File: src/rtl/bseq_pkg.sv
// Package: shared types for the burst address sequencer.
// Assumes: a single-bit mode input, where 0 selects linear order and 1 selects interleaved order.
package bseq_pkg;

    typedef enum logic {
        ORDER_LINEAR     = 1'b0,
        ORDER_INTERLEAVE = 1'b1
    } order_e;

    typedef enum logic [1:0] {
        ACT_NONE = 2'd0,
        ACT_LOAD = 2'd1,
        ACT_STEP = 2'd2
    } act_e;

endpackage

File: src/rtl/bseq_launch_reg.sv
// Module: holds the address captured by a load.
// The upper bits stay fixed for the burst, and the low BEAT_W bits are the start beat.
// Assumes: the action is already resolved by the top (hold and load priority are applied there).
module bseq_launch_reg #(
    parameter int ADDR_W = 8,
    parameter int BEAT_W = 2
) (
    input  logic                clk,
    input  logic                rst_n,
    input  bseq_pkg::act_e      act_i,
    input  logic [ADDR_W-1:0]   addr_i,
    output logic [ADDR_W-1:0]   base_o
);
    import bseq_pkg::*;

    logic [ADDR_W-1:0] base_q;

    // Capture the external address on a load; otherwise keep the value.
    always_ff @(posedge clk) begin
        if (!rst_n) begin
            base_q <= '0;
        end else if (act_i == ACT_LOAD) begin
            base_q <= addr_i;
        end
    end

    assign base_o = base_q;

    // the captured address changes only through a load.
    p_base_only_on_load_r8: assert property (@(posedge clk) disable iff (!rst_n)
        (act_i != ACT_LOAD) |=> $stable(base_q));

    // a load captures the address that was presented with it.
    p_base_capture_r2: assert property (@(posedge clk) disable iff (!rst_n)
        (act_i == ACT_LOAD) |=> (base_q == $past(addr_i)));

endmodule

File: src/rtl/bseq_beat_ctr.sv
// Module: beat counter for the burst.
// A load clears the count, and a step adds one modulo 2**BEAT_W. Because the count wraps, the
// sequence returns to the start beat after 2**BEAT_W steps.
// Assumes: the action is resolved upstream.
module bseq_beat_ctr #(
    parameter int BEAT_W = 2
) (
    input  logic                clk,
    input  logic                rst_n,
    input  bseq_pkg::act_e      act_i,
    output logic [BEAT_W-1:0]   count_o
);
    import bseq_pkg::*;

    localparam logic [BEAT_W-1:0] ONE = BEAT_W'(1);

    logic [BEAT_W-1:0] count_q;

    // Clear the count on a load, add one on a step, hold otherwise.
    always_ff @(posedge clk) begin
        if (!rst_n) begin
            count_q <= '0;
        end else begin
            unique case (act_i)
                ACT_LOAD: count_q <= '0;
                ACT_STEP: count_q <= count_q + ONE;
                default:  count_q <= count_q;
            endcase
        end
    end

    assign count_o = count_q;

    // a load always restarts the count at zero.
    p_load_clears_r7: assert property (@(posedge clk) disable iff (!rst_n)
        (act_i == ACT_LOAD) |=> (count_q == '0));

    // a step moves the count by exactly one, with wrap.
    p_step_one_r5: assert property (@(posedge clk) disable iff (!rst_n)
        (act_i == ACT_STEP) |=> (count_q == BEAT_W'($past(count_q) + ONE)));

    // with no action the count stays where it is.
    p_idle_keeps_r9: assert property (@(posedge clk) disable iff (!rst_n)
        (act_i == ACT_NONE) |=> $stable(count_q));

endmodule

File: src/rtl/bseq_order_map.sv
// Module: maps the start beat and the beat count to the output low bits.
// In linear order the output is start + count with wrap. In interleaved order it is start XOR count.
// Assumes: purely combinational; mode may change at any time.
module bseq_order_map #(
    parameter int BEAT_W = 2
) (
    input  bseq_pkg::order_e    order_i,
    input  logic [BEAT_W-1:0]   start_i,
    input  logic [BEAT_W-1:0]   count_i,
    output logic [BEAT_W-1:0]   beat_o
);
    import bseq_pkg::*;

    logic [BEAT_W-1:0] lin_beat;
    logic [BEAT_W-1:0] ilv_beat;
    logic [BEAT_W:0]   carry;

    // Ripple adder for linear order; the carry out of the top bit is dropped, which gives the wrap.
    assign carry[0] = 1'b0;
    for (genvar b = 0; b < BEAT_W; b++) begin : g_lin
        assign lin_beat[b]  = start_i[b] ^ count_i[b] ^ carry[b];
        assign carry[b+1]   = (start_i[b] & count_i[b]) | (carry[b] & (start_i[b] ^ count_i[b]));
    end

    // Bitwise XOR for interleaved order.
    for (genvar b = 0; b < BEAT_W; b++) begin : g_ilv
        assign ilv_beat[b] = start_i[b] ^ count_i[b];
    end

    // Pick the order selected by the mode.
    always_comb begin
        beat_o = (order_i == ORDER_INTERLEAVE) ? ilv_beat : lin_beat;
    end

    // at count zero both orders give the start beat.
    always_comb begin
        if (count_i == '0) begin
            a_zero_is_start_r5: assert (beat_o == start_i);
        end
    end

endmodule

File: src/rtl/burst_addr_seq.sv
// Module: top of the burst address sequencer.
// It works out the action for the cycle: hold beats load, and load beats advance. The action then
// drives the address register and the beat counter, and the low output bits are formed from them.
// Assumes: ilv_mode_i is static during normal use; if it changes, the output follows at once.
module burst_addr_seq #(
    parameter int ADDR_W = 8,
    parameter int BEAT_W = 2
) (
    input  logic              clk,
    input  logic              rst_n,
    input  logic              hold_i,
    input  logic              load_i,
    input  logic              adv_i,
    input  logic              ilv_mode_i,
    input  logic [ADDR_W-1:0] addr_i,
    output logic [ADDR_W-1:0] addr_o
);
    import bseq_pkg::*;

    localparam int UP_W = ADDR_W - BEAT_W;

    act_e              act;
    order_e            order;
    logic [ADDR_W-1:0] base;
    logic [BEAT_W-1:0] count;
    logic [BEAT_W-1:0] beat;

    // Resolve the action for this cycle: hold first, then load, then advance.
    always_comb begin
        if (hold_i)      act = ACT_NONE;
        else if (load_i) act = ACT_LOAD;
        else if (adv_i)  act = ACT_STEP;
        else             act = ACT_NONE;
    end

    assign order = order_e'(ilv_mode_i);

    bseq_launch_reg #(.ADDR_W(ADDR_W), .BEAT_W(BEAT_W)) u_launch (
        .clk    (clk),
        .rst_n  (rst_n),
        .act_i  (act),
        .addr_i (addr_i),
        .base_o (base)
    );

    bseq_beat_ctr #(.BEAT_W(BEAT_W)) u_ctr (
        .clk     (clk),
        .rst_n   (rst_n),
        .act_i   (act),
        .count_o (count)
    );

    bseq_order_map #(.BEAT_W(BEAT_W)) u_map (
        .order_i (order),
        .start_i (base[BEAT_W-1:0]),
        .count_i (count),
        .beat_o  (beat)
    );

    // Put the fixed upper bits and the sequenced low bits together.
    always_comb begin
        addr_o = {base[ADDR_W-1:BEAT_W], beat};
    end

    // hold freezes the address when the mode is steady.
    p_hold_freeze_r6: assert property (@(posedge clk) disable iff (!rst_n)
        (hold_i && $stable(ilv_mode_i)) |=> $stable(addr_o));

    // the upper bits change only when a load is accepted.
    p_upper_fixed_r8: assert property (@(posedge clk) disable iff (!rst_n)
        (hold_i || !load_i) |=> $stable(addr_o[ADDR_W-1:BEAT_W]));

    // an accepted load shows the loaded address on the next cycle.
    p_load_visible_r2: assert property (@(posedge clk) disable iff (!rst_n)
        (!hold_i && load_i) |=> (addr_o == $past(addr_i)));

    // reset clears the output.
    p_reset_clear_r1: assert property (@(posedge clk)
        (!rst_n) |=> (addr_o == '0));

    // Check the parameters when the block is built.
    initial begin
        a_widths_ok: assert (BEAT_W >= 1 && UP_W >= 1);
    end

endmodule

File: config.mk
export PLATFORM = sky130hd
export DESIGN_NAME = burst_addr_seq
export DESIGN_NICKNAME = d
export VERILOG_FILES = /design/src/rtl/bseq_pkg.sv /design/src/rtl/bseq_launch_reg.sv /design/src/rtl/bseq_beat_ctr.sv /design/src/rtl/bseq_order_map.sv /design/src/rtl/burst_addr_seq.sv
export SDC_FILE = /design/constraint.sdc
export NUM_CORES = 1
export LEC_CHECK = 0
export BUFFER_PORTS_ARGS = -buffer_cell sky130_fd_sc_hd__buf_2
export CORE_AREA = 10 10 47 49
export DETAILED_ROUTE_END_ITERATION = 12
export DIE_AREA = 0 0 57 59
export MAX_ROUTING_LAYER = met4
export PLACE_DENSITY_LB_ADDON = 0.25
export RECOVER_POWER = 50
export SLEW_MARGIN = 10
export SYNTH_ARGS = -nofsm -noshare
export SYNTH_HDL_FRONTEND = slang
export SYNTH_SLANG_ARGS = --single-unit
export TNS_END_PERCENT = 10
File: constraint.sdc
create_clock -name clk -period 2.2 [get_ports clk]
set_clock_uncertainty 0.1 [all_clocks]
set_input_delay 0.55 -clock clk [delete_from_list [all_inputs] [get_ports clk]]
set_output_delay 0.55 -clock clk [all_outputs]
set_load 0.05 [all_outputs]
==> impl_metrics.py <==
metrics = {
    "finish": {
        "final_cell_count_no_fill": 80,
        "num-fill-cells": 152,
        "syn2layout_area_growth_pct": 19.5,
        "layout_common_cells": "buf_2 (20), dfxtp_1 (10), nor2b_1 (9), mux2i_1 (8), clkbuf_4 (3)",
        "diodes": 0,
        "nets": 81,
        "finalInstanceArea_um2": 574,
        "final_common_cell": "buf_2",
        "fin_util": 0.410,
        "layout-drive-gt1-share": 0.359,
    },
    "power_and_ir_drop": {
        "vdd_ir_drop_max_v": 0.000287,
        "power.density_mw_per_mm2": 673,
        "p_leak_nw": 0.292,
    },
    "job": {
        "maxCapViolCount": 0,
    },
    "sta": {
        "timing.fmax_mhz": 506,
        "layout_setup_ws_ps": 223,
        "relSlewSlack": 0.661,
        "setup_viol": 0,
        "fin_crit_sh": 0.899,
        "hold_violations": 0,
        "min_period_ps": 1980,
        "worst_pin_slew_ps": 508,
        "setup-tns-final_ps": 0,
        "rsz0062_at_grt": "no",
        "slew_viol_final": 0,
    },
    "cts": {
        "clock_latency_ps": 250,
        "cts_hold_buf": 0,
        "cts_buffers": 3,
        "clk_path_buf_depth": 2,
        "clkSlewWorstSetupHoldPaths_ps": 60,
        "h-tree-depth": 1,
        "postCtsSetupBuffers": 0,
        "cts_sinks": 10,
        "cts_tree": "built",
        "cts-root-buf": "clkbuf_4",
        "ctsResizeCount": 0,
    },
    "global_route": {
        "grt_pass1_vias": 382,
        "antenna_found_initial": 0,
        "grt_usage": 0.0624,
        "grt-ovfl-total": 0,
        "grt_start_max_net_pins": 11,
        "grt_pass1_wl_um": 1600,
    },
    "floorplan": {
        "die_y_um": 59,
        "num_rows": 14,
        "fp.dieArea_mm2": 0.00336,
        "core_area_mm2": 0.00140,
        "die_width_um": 57,
        "start_util": 0.343,
        "ios": 22,
    },
    "yosys": {
        "synth_area_leader_cell": "dfxtp_1",
        "synth_cell_types": 14,
        "synth_warnings": 0,
        "syn_nets": 62,
        "synth_top_cells_by_area": "dfxtp_1 (42%), mux2i_1 (17%), nor2b_1 (12%)",
        "ys_seq_area_frac": 0.417,
        "yosysTopAreaCellShare": 0.417,
        "synthCells": 47,
        "syn_area_per_cell_um2": 10.2,
        "synth_area_um2": 480,
        "synth_seq_cells": 10,
    },
    "min_path": {
        "min-delay-start": "u_launch.base_o[4]",
        "hold_path_class": "reg2reg",
        "holdPathEnd": "u_launch.base_o[4]",
        "hold_depth": 2,
    },
    "critical_path": {
        "r2r_cells": 2,
        "critPathCaptureType": "primary output",
        "rr_startpoint": "u_ctr.count_o[0]",
        "rrSetupSlack_ps": 1020,
        "crit_slowest_cell": "dfxtp_1",
        "timing.rr.end": "u_ctr.count_o[0]",
        "cp-start-kind": "register",
        "slowest_delay_ps": 380,
        "setup.worst_path.class": "reg2out",
        "cp_max_fo": 5,
        "worst-path-buf-inv": 1,
        "cp_cell_sequence": "ha_1 -> nor2b_1 -> xnor2_1 -> buf_2",
        "arrival_ps": 1330,
        "cp.required_ps": 1550,
        "crit_family": "flip-flops",
    },
    "detailed_routing": {
        "finalWirelength_um": 951,
        "route.detailed.wl_per_inst_um": 11.9,
        "drtIter0Drc": 1,
        "via_count": 355,
        "drtPass1Iterations": 2,
        "postRouteAntennaNets": 0,
        "drc_errors": 0,
        "vias_per_cell": 4.44,
    },
    "outcome": {
        "status": "finished clean",
    },
    "place": {
        "dp_slack_ps": 375,
        "port_buffers": 21,
        "dpl_cell_area_um2": 553,
        "routabilityCongestion": 0.585,
        "dp.cells": 77,
    },
}
-- layer usage --
metal,GRT usage,routed length (µm)
met4,0.0705,24
met5,-,0
met3,0.0150,63
met2,0.0992,486
met1,0.0576,376
-- cells by family (layout without fill, tap and decap cells) --
group | count (synthesis) | in the layout | share of synthesized area
AO/OA/AOI/OAI | 5 | 5 | 0.0625
XOR/XNOR | 2 | 2 | 0.0365
adder cells (fa/ha/maj) | 1 | 1 | 0.0260
buffers and inverters | 7 | 24 | 0.109
flip-flops | 10 | 10 | 0.417
multiplexers | 8 | 8 | 0.167
AND/OR/NAND/NOR | 14 | 14 | 0.182
-- how the worst max path moves through the flow --
stage	startpoint	end	slack, ps	depth (start not counted)
final	u_ctr.count_o[0]	addr_o[1]	220	4
after global routing	u_ctr.count_o[0]	addr_o[1]	140	4
after CTS	u_ctr.count_o[0]	addr_o[1]	190	4
after detailed placement	ilv_mode_i	addr_o[1]	380	4
after global placement	ilv_mode_i	addr_o[1]	390	4
after floorplan	u_ctr.count_o[0]	addr_o[1]	120	3
-- synth_stat cells --
library cell  count
o21ai_0           2
nand2b_1          1
ha_1              1
mux2i_1           8
a21oi_1           1
or4_1             1
or4b_1            1
nor2b_1           9
nand2_1           1
a21boi_1          2
buf_4             7
xnor2_1           2
nor2_1            1
dfxtp_1          10
-- final cells by class --
class,count,area (µm²),area share
clock buffer,3,22.5,0.0392
multi-input combinational,30,228,0.397
sequential,10,200,0.349
tap,16,20.0,0.0349
timing repair buffer,21,104,0.181
-- registers in the layout, summed over array words and instances, names as in the netlist --
signal	cells
u_launch.base_o	8
u_ctr.count_o	2
-- report_power, final --
| group | switching, mW | internal, mW |
|---|---|---|
| Sequential | 0.00410 | 0.189 |
| Clock | 0.0557 | 0.0628 |
| Combinational | 0.0475 | 0.0273 |
| Total | 0.107 | 0.279 |
-- per-stage QoR --
stage / power (mW) / hold WS (ps)
after floorplan: 0.258 / 373
after global placement: 0.273 / 394
after detailed placement: 0.274 / 400
after CTS: 0.397 / 419
after global routing: 0.411 / 457
final: 0.387 / 411
-- worst register-to-register path: stages, from the launching register on --
cell and delay [ps]:
dfxtp_1 340, or4b_1 510, a21boi_0 150
Note: power is estimated with default switching activity, not from simulation.
